File: config.mk
export PLATFORM = sky130hd
export DESIGN_NAME = can_bit_timing
export DESIGN_NICKNAME = d
export VERILOG_FILES = /design/src/rtl/canbt_pkg.sv /design/src/rtl/canbt_prescaler.sv /design/src/rtl/canbt_sequencer.sv /design/src/rtl/canbt_sampler.sv /design/src/rtl/can_bit_timing.sv
export SDC_FILE = /design/constraint.sdc
export NUM_CORES = 1
export LEC_CHECK = 0
export ABC_AREA = 1
export BUFFER_PORTS_ARGS = -buffer_cell sky130_fd_sc_hd__clkbuf_2
export CORE_MARGIN = 4
export CORE_UTILIZATION = 46
export DETAILED_ROUTE_END_ITERATION = 16
export HOLD_SLACK_MARGIN = 0.02
export PLACE_DENSITY_LB_ADDON = 0.3
export SYNTH_ARGS = -nofsm -noshare
export SYNTH_HDL_FRONTEND = slang
export SYNTH_SLANG_ARGS = --single-unit
export TNS_END_PERCENT = 1
File: constraint.sdc
create_clock -name clk -period 12.9 [get_ports clk]
set_input_delay 1.935 -clock clk [delete_from_list [all_inputs] [get_ports clk]]
set_output_delay 1.935 -clock clk [all_outputs]
set_load 0.01 [all_outputs]
File: src/rtl/canbt_pkg.sv
package canbt_pkg;

    localparam int SEG_W   = 4;
    localparam int POS_W   = 6;
    localparam int SEG_MIN = 1;
    localparam int SEG_MAX = 8;
    localparam int BIT_MIN = 8;
    localparam int SJW_MAX = 4;

    typedef logic [SEG_W-1:0] seg_t;
    typedef logic [POS_W-1:0] pos_t;

    typedef struct packed {
        seg_t prop;
        seg_t ph1;
        seg_t ph2;
        seg_t sjw;
        logic err;
    } timing_t;

    typedef enum logic [2:0] {
        EV_NONE,
        EV_HARD,
        EV_LONG,
        EV_RESTART,
        EV_SHORT
    } sync_ev_e;

    function automatic int clamp_seg(int v);
        if (v < SEG_MIN) return SEG_MIN;
        if (v > SEG_MAX) return SEG_MAX;
        return v;
    endfunction

    // Forces a raw setting into a legal one; err marks any change.
    function automatic timing_t legalize(seg_t prop, seg_t ph1, seg_t ph2, seg_t sjw);
        timing_t t;
        int      p;
        int      a;
        int      b;
        int      j;
        logic    e;
        p = clamp_seg(int'(prop));
        a = clamp_seg(int'(ph1));
        b = clamp_seg(int'(ph2));
        e = (p != int'(prop)) || (a != int'(ph1)) || (b != int'(ph2));
        if (b > p + a) begin
            b = p + a;
            e = 1'b1;
        end
        if (1 + p + a + b < BIT_MIN) begin
            a = BIT_MIN - 1 - p - b;
            e = 1'b1;
        end
        j = int'(sjw);
        if (j < 1) begin
            j = 1;
            e = 1'b1;
        end
        if (j > SJW_MAX) begin
            j = SJW_MAX;
            e = 1'b1;
        end
        if (j >= b) begin
            j = b - 1;
            e = 1'b1;
        end
        t.prop = seg_t'(p);
        t.ph1  = seg_t'(a);
        t.ph2  = seg_t'(b);
        t.sjw  = seg_t'(j);
        t.err  = e;
        return t;
    endfunction

endpackage

File: src/rtl/canbt_prescaler.sv
module canbt_prescaler #(
    parameter int BRP_W = 6
) (
    input  logic             clk,
    input  logic             rst,
    input  logic [BRP_W-1:0] brp_i,
    output logic             tick_o
);

    localparam int CNT_W = BRP_W + 1;

    logic [CNT_W-1:0] cnt;

    assign tick_o = (cnt == '0);

    always_ff @(posedge clk) begin
        if (rst) begin
            cnt <= '0;
        end else if (tick_o) begin
            cnt <= {brp_i, 1'b1};
        end else begin
            cnt <= cnt - 1'b1;
        end
    end

    // a quantum is never shorter than two clocks
    assert_tick_gap_R1: assert property (@(posedge clk) disable iff (rst)
        tick_o |=> !tick_o);

endmodule

File: src/rtl/canbt_sequencer.sv
module canbt_sequencer
    import canbt_pkg::*;
(
    input  logic    clk,
    input  logic    rst,
    input  logic    tick_i,
    input  logic    rx_i,
    input  logic    bus_idle_i,
    input  timing_t cfg_i,
    output logic    samp_now_o,
    output logic    sample_o,
    output logic    bit_start_o
);

    localparam pos_t ONE = pos_t'(1);

    pos_t     pos;
    pos_t     ext;
    pos_t     red;
    logic     rs_done;
    logic     rx_last;
    pos_t     s_eff;
    pos_t     t_eff;
    pos_t     sjw_p;
    pos_t     amt;
    pos_t     err_e;
    pos_t     t_short;
    logic     fall;
    sync_ev_e ev;

    always_comb begin
        s_eff   = ONE + pos_t'(cfg_i.prop) + pos_t'(cfg_i.ph1) + ext;
        t_eff   = s_eff + pos_t'(cfg_i.ph2) - red;
        sjw_p   = pos_t'(cfg_i.sjw);
        amt     = (pos < sjw_p) ? pos : sjw_p;
        err_e   = (pos < t_eff) ? (t_eff - pos) : '0;
        t_short = t_eff - sjw_p;
        fall    = tick_i && rx_last && !rx_i;
        ev      = EV_NONE;
        if (fall && bus_idle_i) begin
            ev = EV_HARD;
        end else if (fall && !rs_done && (pos != '0) && (sjw_p != '0)) begin
            if (pos < s_eff) begin
                ev = EV_LONG;
            end else if (err_e <= sjw_p) begin
                ev = EV_RESTART;
            end else begin
                ev = EV_SHORT;
            end
        end
        samp_now_o = tick_i && (ev == EV_NONE) && (pos == s_eff - ONE);
    end

    always_ff @(posedge clk) begin
        if (rst) begin
            pos         <= '0;
            ext         <= '0;
            red         <= '0;
            rs_done     <= 1'b0;
            rx_last     <= 1'b1;
            sample_o    <= 1'b0;
            bit_start_o <= 1'b0;
        end else begin
            sample_o    <= samp_now_o;
            bit_start_o <= 1'b0;
            if (tick_i) begin
                rx_last <= rx_i;
                unique case (ev)
                    EV_HARD, EV_RESTART: begin
                        pos         <= ONE;
                        ext         <= '0;
                        red         <= '0;
                        rs_done     <= 1'b0;
                        bit_start_o <= 1'b1;
                    end
                    EV_LONG: begin
                        ext     <= ext + amt;
                        rs_done <= 1'b1;
                        pos     <= pos + ONE;
                    end
                    EV_SHORT: begin
                        if (pos + ONE >= t_short) begin
                            pos         <= '0;
                            ext         <= '0;
                            red         <= '0;
                            rs_done     <= 1'b0;
                            bit_start_o <= 1'b1;
                        end else begin
                            red     <= red + sjw_p;
                            rs_done <= 1'b1;
                            pos     <= pos + ONE;
                        end
                    end
                    default: begin
                        if (pos + ONE >= t_eff) begin
                            pos         <= '0;
                            ext         <= '0;
                            red         <= '0;
                            rs_done     <= 1'b0;
                            bit_start_o <= 1'b1;
                        end else begin
                            pos <= pos + ONE;
                        end
                    end
                endcase
            end
        end
    end

    // the sample point and the start of a bit never coincide
    assert_strobe_apart_R2: assert property (@(posedge clk) disable iff (rst)
        !(sample_o && bit_start_o));

    // accumulated lengthening never exceeds the largest jump width
    assert_ext_cap_R6: assert property (@(posedge clk) disable iff (rst)
        ext <= pos_t'(SJW_MAX));

endmodule

File: src/rtl/canbt_sampler.sv
module canbt_sampler (
    input  logic clk,
    input  logic rst,
    input  logic tick_i,
    input  logic samp_i,
    input  logic rx_i,
    input  logic triple_i,
    output logic bit_o
);

    logic [1:0] hist;
    logic       maj;

    assign maj = (hist[1] & hist[0]) | (hist[1] & rx_i) | (hist[0] & rx_i);

    always_ff @(posedge clk) begin
        if (rst) begin
            hist  <= 2'b11;
            bit_o <= 1'b1;
        end else begin
            if (tick_i) begin
                hist <= {hist[0], rx_i};
            end
            if (samp_i) begin
                bit_o <= triple_i ? maj : rx_i;
            end
        end
    end

    // the sampled bit moves only at a sample point
    assert_bit_hold_R10: assert property (@(posedge clk) disable iff (rst)
        !samp_i |=> $stable(bit_o));

endmodule

File: src/rtl/can_bit_timing.sv
module can_bit_timing
    import canbt_pkg::*;
#(
    parameter int BRP_W = 6
) (
    input  logic             clk,
    input  logic             rst,
    input  logic             rx_i,
    input  logic             bus_idle_i,
    input  logic [BRP_W-1:0] brp_i,
    input  logic [SEG_W-1:0] prop_i,
    input  logic [SEG_W-1:0] ph1_i,
    input  logic [SEG_W-1:0] ph2_i,
    input  logic [SEG_W-1:0] sjw_i,
    input  logic             triple_i,
    output logic             bit_o,
    output logic             sample_o,
    output logic             bit_start_o,
    output logic             cfg_err_o
);

    timing_t cfg;
    logic    tick;
    logic    samp_now;

    always_comb begin
        cfg = legalize(prop_i, ph1_i, ph2_i, sjw_i);
    end

    assign cfg_err_o = cfg.err;

    canbt_prescaler #(.BRP_W(BRP_W)) i_presc (
        .clk    (clk),
        .rst    (rst),
        .brp_i  (brp_i),
        .tick_o (tick)
    );

    canbt_sequencer i_seq (
        .clk         (clk),
        .rst         (rst),
        .tick_i      (tick),
        .rx_i        (rx_i),
        .bus_idle_i  (bus_idle_i),
        .cfg_i       (cfg),
        .samp_now_o  (samp_now),
        .sample_o    (sample_o),
        .bit_start_o (bit_start_o)
    );

    canbt_sampler i_samp (
        .clk      (clk),
        .rst      (rst),
        .tick_i   (tick),
        .samp_i   (samp_now),
        .rx_i     (rx_i),
        .triple_i (triple_i),
        .bit_o    (bit_o)
    );

endmodule

==> results of run 1 <==
==> per-layer routing <==
| metal | share of wire [%] | up-vias | GRT usage [%] | wire, um |
|---|---|---|---|---|
| li1 | - | 2231 | - | - |
| met1 | 47 | 1910 | 23.4 | 5170 |
| met2 | 48 | 84 | 31.4 | 5270 |
| met3 | 3.2 | 15 | 2.62 | 347 |
| met4 | 1.4 | 0 | 5.34 | 149 |
| met5 | 0 | - | 0 | 0 |
==> cell families (layout without fill, tap and decap cells) <==
logic type	count (synthesis)	count (layout)	synth area share (%)
AO/OA/AOI/OAI	111	111	13.6
XOR/XNOR	43	43	7.77
adder cells (fa/ha/maj)	104	104	29.6
buffers and inverters	138	167	10.7
flip-flops	31	31	12.8
other	1	4	0.0773
AND/OR/NAND/NOR	239	239	25.4
==> cells in the mapped netlist (all sizes together), types with 2 or more instances <==
cell type / count
inv: 129
nand2: 124
ha: 86
a21oi: 56
nand3: 42
nor2: 37
dfxtp: 31
o21ai: 29
xor2: 25
fa: 18
xnor2: 18
nand4: 11
nor3: 9
clkbuf: 7
or2: 5
a21o: 4
a31oi: 4
nand3b: 4
o211ai: 4
nor4: 3
o21a: 3
o21bai: 3
a21boi: 2
nor3b: 2
==> final cells by class <==
type	instances	area (sq um)	area share, %
Clock inverter	1	5.00	0.0956
Multi-Input combinational cell	501	3720	71.0
Clock buffer	6	82.6	1.58
Tap cell	136	170	3.25
Timing Repair Buffer	30	150	2.87
Inverter	130	488	9.32
Sequential cell	31	621	11.9
==> flip-flops by register name (all words and copies together), names as in the netlist <==
register           flops
i_presc.cnt            7
i_samp.bit_o           1
i_samp.hist            2
i_seq.bit_start_o      1
i_seq.ext              6
i_seq.pos              6
i_seq.red              6
i_seq.rs_done          1
i_seq.sample_o         1
==> worst paths after layout <==
kind / end / depth (start not counted)
setup / recovery: i_seq.red[1] / 57
hold / removal: i_presc.cnt[0] / 1
setup reg to reg: i_seq.red[1] / 33
hold reg to reg: i_presc.cnt[0] / 1
==> worst max-delay path: cells and delay by family <==
family          cells  cell delay [ns]
compound gates      8             1.46
buf+inv            11             0.81
xor+xnor            2             0.57
simple gates       24             2.77
fa+ha+maj          12             4.37
==> per-stage QoR <==
step / worst slack (ns) / hold WS [ns] / std cells / util, %
global placement: 1.19 / 0.444 / 828 / 50.1
detailed placement: 0.942 / 0.451 / 828 / 50.1
global route: 0.308 / 0.512 / 835 / 50.9
CTS: 1.20 / 0.461 / 835 / 50.9
finish: 1.15 / 0.460 / 835 / 50.9
floorplan: 2.04 / 0.422 / 670 / -
==> placed cells by master (no fill, tap or decap), types with 6 or more instances in the layout <==
master and n:
nand2_1 105, a21oi_2 7, nand3_1 35, o21ai_0 23, nor3_1 7, clkbuf_8 6, fa_1 18, nand4_1 11
ha_1 86, inv_1 126, a21oi_1 49, xor2_1 25, clkbuf_2 30, xnor2_1 18, nor2_1 31, dfxtp_1 31
nand2_2 15
==> impl_metrics.py, run 1 <==
metrics = {
    "run_status": {
        "outcome": "complete, no violations",
    },
    "routing": {
        "drt-total-wl_mm": 10.9,
        "vias_per_cell": 5.08,
        "drc": 0,
        "first_pass_iters": 4,
        "wl_per_cell_um": 13.1,
        "vias": 4240,
        "antenna_left": 0,
        "drt_iter0_drc": 184,
    },
    "worst_setup_path": {
        "max_stage_delay_ns": 0.53,
        "crit_start": "prop_i[3]",
        "crit_path_frequent_cell": "nand2_1",
        "rr_startpoint": "i_seq.ext[1]",
        "crit_fanout": 9,
        "crit_type": "in2reg",
        "critical_path_arrival_ns": 11.89,
        "critPathRequiredTime_ns": 13.04,
        "critPathLaunchType": "primary input",
        "cpMaxStageDelayCell": "fa_1",
        "reg2reg_slack_ns": 6.73,
        "critical_path.endpoint_type": "flop",
    },
    "floorplanning": {
        "io_pins": 31,
        "core_area_sq_mm": 0.0103,
        "rows": 37,
        "die_x_um": 111,
        "start_util_pct": 47.2,
        "dieArea_sq_mm": 0.0122,
        "die_h_um": 111,
    },
    "placement": {
        "dp_hpwl_mm": 9.26,
        "place.gp.congestion": 0.973,
        "io_buffers": 30,
        "placed_cell_area_sq_mm": 0.00515,
    },
    "finish": {
        "fillers": 1021,
        "finalNetCount": 830,
        "drive_gt1_share_pct": 13.0,
        "antenna_cells": 0,
        "area_delta_synth_final_pct": 8.00,
        "fin_area_sq_mm": 0.00524,
    },
    "timing": {
        "fmax_mhz": 85.1,
        "tightest_slew_ns": 0.673,
        "drv_slew": 0,
        "layout_min_cycle_time_ns": 11.75,
        "slew_headroom_pct": 54.6,
        "tns_ns": 0,
        "finClkSkew_ns": 0.0120,
        "setup_viol": 0,
        "finalHoldViolCount": 0,
        "post-route-period-util_pct": 91.1,
        "rsz0062_at_grt": "false",
    },
    "global_routing": {
        "grt_max_degree": 24,
        "grt_pass1_wl_mm": 18.9,
        "antenna_found_initial": 0,
        "grt_overflow": 0,
        "grt_usage_pct": 18.1,
        "grt_pass1_vias": 4242,
    },
    "clock_tree": {
        "cts.path.max_buffers": 2,
        "clock-root-buffer": "clkbuf_8",
        "htree_num_levels": 2,
        "post_cts_buffers": 0,
        "tritoncts": "done",
        "ctsResizeCount": 0,
        "clkTransAtPathRegs_ns": 0.06,
        "clkLatencyLatePin_ns": 0.29,
        "cts.sinks": 31,
        "cts_hold_buffers": 0,
        "cts_buffers": 5,
    },
    "synthesis": {
        "yosysWarningCount": 0,
        "syn_inst": 667,
        "synth_ff_type": "dfxtp_1",
        "synth_top_area_share_pct": 22.2,
        "avgSynthCellArea_sq_um": 7.27,
        "ys_seq_area_share_pct": 12.8,
        "synth_area_sq_mm": 0.00485,
        "yosys-top-cells-area": "ha_1, dfxtp_1, inv_1",
        "async_reset_ff_share_pct": 0,
        "synth_cell_type_count": 52,
        "synth.largest_area_cell": "ha_1",
        "ys_ff_latch": 31,
        "synth_edf_count": 0,
    },
    "worst_hold_path": {
        "worstHoldStart": "i_presc.cnt[0]",
        "hold_path_class": "reg2reg",
    },
    "run": {
        "max_cap_violations": 0,
    },
}
Power of run 1 is not shown: default switching activity piles up to over one toggle a cycle in this logic, so the estimate is an artifact.
==> inputs of run 2 (changes only) <==
--- a/config.mk
+++ b/config.mk
@@ -5,13 +5,13 @@
 export SDC_FILE = /design/constraint.sdc
 export NUM_CORES = 1
 export LEC_CHECK = 0
-export ABC_AREA = 1
 export BUFFER_PORTS_ARGS = -buffer_cell sky130_fd_sc_hd__clkbuf_2
 export CORE_MARGIN = 4
 export CORE_UTILIZATION = 46
 export DETAILED_ROUTE_END_ITERATION = 16
 export HOLD_SLACK_MARGIN = 0.02
 export PLACE_DENSITY_LB_ADDON = 0.3
+export SLEW_MARGIN = 5
 export SYNTH_ARGS = -nofsm -noshare
 export SYNTH_HDL_FRONTEND = slang
 export SYNTH_SLANG_ARGS = --single-unit
==> impl_metrics.py, run 2 <==
metrics = {
    "clock_tree": {
        "cts.sinks": 31,
        "cts_buffers": 5,
        "clock-root-buffer": "clkbuf_8",
        "clkTransAtPathRegs_ns": 0.07,
        "tritoncts": "done",
        "clkLatencyLatePin_ns": 0.28,
        "htree_num_levels": 2,
        "cts.path.max_buffers": 2,
    },
    "floorplanning": {
        "die_x_um": 108,
        "die_h_um": 108,
        "rows": 36,
        "core_area_sq_mm": 0.00982,
        "io_pins": 31,
        "start_util_pct": 47.3,
        "dieArea_sq_mm": 0.0118,
    },
    "synthesis": {
        "synth_common_cells": "ha_1, inv_1, nor2_1",
        "synth_top_area_share_pct": 23.2,
        "syn_inst": 567,
        "synth_area_sq_mm": 0.00464,
        "yosys-top-cells-area": "ha_1, dfxtp_1, fa_1",
        "synth_edf_count": 0,
        "avgSynthCellArea_sq_um": 8.19,
        "synth_ff_type": "dfxtp_1",
        "async_reset_ff_share_pct": 0,
        "ys_seq_area_share_pct": 13.4,
        "synth.largest_area_cell": "ha_1",
        "synth_cell_type_count": 65,
        "ys_ff_latch": 31,
        "synth_most_common_cell": "ha_1",
        "yosysWarningCount": 0,
    },
    "routing": {
        "wl_per_cell_um": 14.9,
        "vias_per_cell": 5.43,
        "drt-total-wl_mm": 10.9,
        "first_pass_iters": 4,
        "vias": 3972,
        "drt_iter0_drc": 309,
        "drc": 0,
        "antenna_left": 0,
    },
    "timing": {
        "tightest_slew_ns": 0.826,
        "fmax_mhz": 83.9,
        "layout_min_cycle_time_ns": 11.92,
        "slew_headroom_pct": 44.4,
        "post-route-period-util_pct": 92.4,
        "setup_viol": 0,
        "tns_ns": 0,
        "rsz0062_at_grt": "false",
        "finalHoldViolCount": 0,
        "drv_slew": 0,
        "finClkSkew_ns": 0.00439,
    },
    "finish": {
        "regMostFlops": "i_presc.cnt",
        "regArea_sq_um": 621,
        "antenna_cells": 0,
        "final_common_cell": "ha_1",
        "finalNetCount": 729,
        "fillers": 975,
        "multi_input_area_sq_mm": 0.00367,
        "largest_reg_flops": 7,
        "area_delta_synth_final_pct": 9.03,
        "layout_common_cells": "ha_1, inv_1, nor2_1, xnor2_1, dfxtp_1",
        "drive_gt1_share_pct": 10.5,
    },
    "run": {
        "max_cap_violations": 0,
    },
    "global_routing": {
        "antenna_found_initial": 0,
        "grt_pass1_wl_mm": 18.2,
        "grt_pass1_vias": 3901,
        "grt_overflow": 0,
        "grt_max_degree": 25,
        "grt_usage_pct": 19.1,
    },
    "worst_setup_path": {
        "cpMaxStageDelayCell": "fa_1",
        "max_stage_delay_ns": 0.55,
        "critPathRequiredTime_ns": 13.08,
        "critPathLaunchType": "primary input",
        "critical_path.endpoint_type": "flop",
        "critical_path_arrival_ns": 12.10,
        "crit_fanout": 12,
        "crit_family": "adder cells",
        "crit_buf_inv": 10,
        "crit_type": "in2reg",
    },
    "power_and_ir_drop": {
        "total_power_w": 0.00150,
        "vdd_ir_drop_max_uv": 196,
        "p_per_area_mw_per_mm2": 296,
        "p_leak_nw": 2.48,
    },
    "placement": {
        "place.gp.congestion": 0.895,
        "dp_hpwl_mm": 9.14,
        "io_buffers": 30,
    },
    "worst_hold_path": {
        "hold_path_class": "reg2reg",
    },
    "run_status": {
        "outcome": "complete, no violations",
    },
}
[run 2: cell types whose count changed in the layout (fill, tap and decap cells not counted), moves of 9 or more]
cell	previous run	this run
xnor2_1	18	36
nand3_1	35	10
a21oi_1	49	28
xor2_1	25	13
nand2_1	105	27
nor2b_1	0	14
nor2_1	31	54
a21o_1	4	18
nand2b_1	0	9
nand2_2	15	1
inv_1	126	78
nor3_1	7	17
[run 2: stage by stage]
step / utilization (%) / hold slack, ns / cells / setup WS, ns / instance area [sq um]
6_report: 51.6 / 0.457 / 732 / 0.983 / 5060
3_5_place_dp: 50.2 / 0.458 / 722 / 0.501 / 4930
5_1_grt: 51.6 / 0.508 / 732 / 0.210 / 5060
4_1_cts: 51.4 / 0.468 / 730 / 0.771 / 5050
2_1_floorplan: - / 0.425 / 570 / 1.78 / 4650
3_3_place_gp: 50.2 / 0.444 / 722 / 0.792 / 4930
[run 2: logic make-up (layout without fill, tap and decap cells)]
group	Yosys count	after routing	share of synthesized area, %
buf+inv	93	122	7.84
simple gates	161	161	18.7
xor+xnor	50	50	9.59
other cells	1	4	0.0808
fa+ha+maj	104	104	30.9
flops	31	31	13.4
mux	3	3	0.647
compound gates	124	124	18.8
[run 2: power breakdown]
part           switching [W]  internal (W)
logic               0.000713      0.000558
registers          0.0000198      0.000111
clock network      0.0000367     0.0000624
[run 2: worst register-to-register path: cells and delay by family (launching register included)]
family / cells / cell delay (ns)
adder cells (fa/ha/maj): 7 / 2.79
flip-flops: 1 / 0.37
XOR/XNOR: 1 / 0.22
AO/OA/AOI/OAI: 10 / 1.79
AND/OR/NAND/NOR: 4 / 0.49
buffers and inverters: 6 / 0.58
[run 2: final cells by class]
cell class / count / share of cell area, %
multi-input combinational: 446 / 72.5
clock buffer: 6 / 1.63
timing repair buffer: 36 / 3.86
clock inverter: 2 / 0.692
sequential: 31 / 12.3
inverter: 78 / 5.78
tap: 133 / 3.29
[run 2: path summary, 6_finish.rpt]
check / endpoint / cells past startpoint / slack (ns) / from
setup / recovery: i_seq.ext[2] / 48 / 0.98 / prop_i[2]
setup reg to reg: i_seq.ext[2] / 28 / 6.58 / i_seq.ext[1]
hold / removal: i_presc.cnt[0] / 1 / 0.46 / i_presc.cnt[0]
hold reg to reg: i_presc.cnt[0] / 1 / 0.46 / i_presc.cnt[0]
[run 2: what timing repair did]
item | 4_1_cts | 5_1_grt
gates resized for setup | 0 | 0
setup endpoints to repair | 0 | 12
hold buffers | 0 | 0
buffers inserted | 0 | 2
[run 2: per-layer routing]
layer	track usage [%]	vias to the layer above	share of wire, %
met3	2.15	19	2.9
met2	33.1	68	48
li1	-	2017	-
met4	3.79	0	1.8
met1	25.6	1868	48
met5	0	-	0
(Power assumes the default switching activity.)
==> inputs of run 3 (changes only) <==
--- a/config.mk
+++ b/config.mk
@@ -6,6 +6,7 @@
 export NUM_CORES = 1
 export LEC_CHECK = 0
 export BUFFER_PORTS_ARGS = -buffer_cell sky130_fd_sc_hd__clkbuf_2
+export CORE_ASPECT_RATIO = 1.2
 export CORE_MARGIN = 4
 export CORE_UTILIZATION = 46
 export DETAILED_ROUTE_END_ITERATION = 16
==> impl_metrics.py, run 3 (synthesis gave the netlist of run 2 again) <==
metrics = {
    "clock_tree": {
        "htree_num_levels": 2,
        "tritoncts": "done",
        "cts.path.max_buffers": 2,
        "clkLatencyLatePin_ns": 0.28,
        "ctsResizeCount": 0,
        "clkTransAtPathRegs_ns": 0.05,
        "cts.sinks": 31,
        "cts_buffers": 5,
        "clock-root-buffer": "clkbuf_16",
    },
    "worst_setup_path": {
        "reg2reg_depth": 27,
        "cpMaxStageDelayCell": "fa_1",
        "critical_path.endpoint_type": "flop",
        "crit_fanout": 12,
        "critPathRequiredTime_ns": 13.07,
        "crit_type": "in2reg",
        "max_stage_delay_ns": 0.54,
        "crit_start": "prop_i[2]",
        "rr_startpoint": "i_seq.ext[1]",
        "crit_path_frequent_cell": "ha_1",
        "reg2reg_slack_ns": 6.55,
        "critical_path_arrival_ns": 12.23,
        "crit_end": "i_seq.ext[1]",
        "critPathLaunchType": "primary input",
        "r2r-end": "i_seq.ext[1]",
    },
    "run": {
        "max_cap_violations": 0,
    },
    "routing": {
        "drt-total-wl_mm": 11.3,
        "vias": 4023,
        "drt_iter0_drc": 219,
        "antenna_left": 0,
        "wl_per_cell_um": 15.6,
        "drc": 0,
        "vias_per_cell": 5.57,
        "first_pass_iters": 5,
    },
    "finish": {
        "largest_reg_flops": 7,
        "fillers": 938,
        "regMostFlops": "i_presc.cnt",
        "final_common_cell": "ha_1",
        "antenna_cells": 0,
        "drive_gt1_share_pct": 10.5,
        "finalNetCount": 729,
        "area_delta_synth_final_pct": 9.97,
        "layout_common_cells": "ha_1, inv_1, nor2_1, xnor2_1, dfxtp_1",
    },
    "global_routing": {
        "grt_usage_pct": 19.9,
        "grt_overflow": 0,
        "grt_max_degree": 25,
        "grt_pass1_vias": 4053,
        "antenna_found_initial": 0,
        "grt_pass1_wl_mm": 19.1,
    },
    "floorplanning": {
        "core_area_sq_mm": 0.00971,
        "rows": 39,
        "start_util_pct": 47.8,
        "dieArea_sq_mm": 0.0118,
        "die_x_um": 99.7,
        "io_pins": 31,
        "die_h_um": 118,
    },
    "timing": {
        "rsz0062_at_grt": "false",
        "fmax_mhz": 82.9,
        "tightest_slew_ns": 0.880,
        "post-route-period-util_pct": 93.5,
        "layout_min_cycle_time_ns": 12.06,
        "slew_headroom_pct": 40.8,
        "finalHoldViolCount": 0,
        "tns_ns": 0,
        "finClkSkew_ns": 0.00362,
        "drv_slew": 0,
        "setup_viol": 0,
    },
    "placement": {
        "io_buffers": 30,
        "dp_hpwl_mm": 9.41,
        "place.gp.congestion": 0.959,
    },
    "worst_hold_path": {
        "worstHoldStart": "i_presc.cnt[0]",
        "hold_path_class": "reg2reg",
    },
    "run_status": {
        "outcome": "complete, no violations",
    },
}
-- run 3: changes by cell type in the layout (fill, tap and decap cells not counted) --
cell       previous run  this run
clkbuf_16             0         5
clkbuf_8              6         1
-- run 3: per-stage QoR --
| step | cells | hold WS [ns] | setup WS, ns | util [%] | area [sq um] |
|---|---|---|---|---|---|
| 6_report | 722 | 0.466 | 0.835 | 52.6 | 5110 |
| 4_1_cts | 719 | 0.468 | 0.672 | 52.4 | 5080 |
| 3_3_place_gp | 711 | 0.455 | 0.771 | 50.6 | 4910 |
| 5_1_grt | 722 | 0.504 | 0.0775 | 52.6 | 5110 |
| 2_1_floorplan | 570 | 0.425 | 1.78 | - | 4650 |
| 3_5_place_dp | 711 | 0.463 | 0.447 | 50.6 | 4910 |
-- run 3: worst min-delay path by stage --
stage | endpoint | slack, ns | cells past startpoint
2_1_floorplan | i_presc.cnt[0] | 0.42 | 1
6_report | i_presc.cnt[0] | 0.47 | 1
3_5_place_dp | i_presc.cnt[0] | 0.46 | 1
4_1_cts | i_presc.cnt[0] | 0.47 | 1
3_3_place_gp | i_presc.cnt[0] | 0.46 | 1
5_1_grt | i_presc.cnt[0] | 0.50 | 1
-- run 3: timing repair --
action	CTS	global route
hold buffers	0	0
setup buffers	0	3
endpoints found under the setup margin	0	13
hold endpoints to repair	0	0
-- run 3: critical path: cells and delay by family --
kind	cells	cell delay [ns]
compound gates	12	2.60
mux	1	0.21
fa+ha+maj	12	4.50
simple gates	11	1.78
buf+inv	9	0.95
xor+xnor	1	0.23
-- run 3: layout make-up --
type	instances	area [sq um]	area share (%)
multi-input combinational	446	3670	71.9
sequential	31	621	12.2
inverter	78	293	5.73
timing repair buffer	36	195	3.82
tap	123	154	3.01
clock buffer	6	139	2.72
clock inverter	2	35.0	0.686
-- run 3: metal layers --
layer,GRT usage [%],share of wire [%],vias to the layer above
met4,6.32,1.9,0
li1,-,-,2013
met2,34.0,50,84
met1,25.6,45,1910
met5,0,0,-
met3,2.49,3.3,16
Power of run 3 is left out for the same reason.
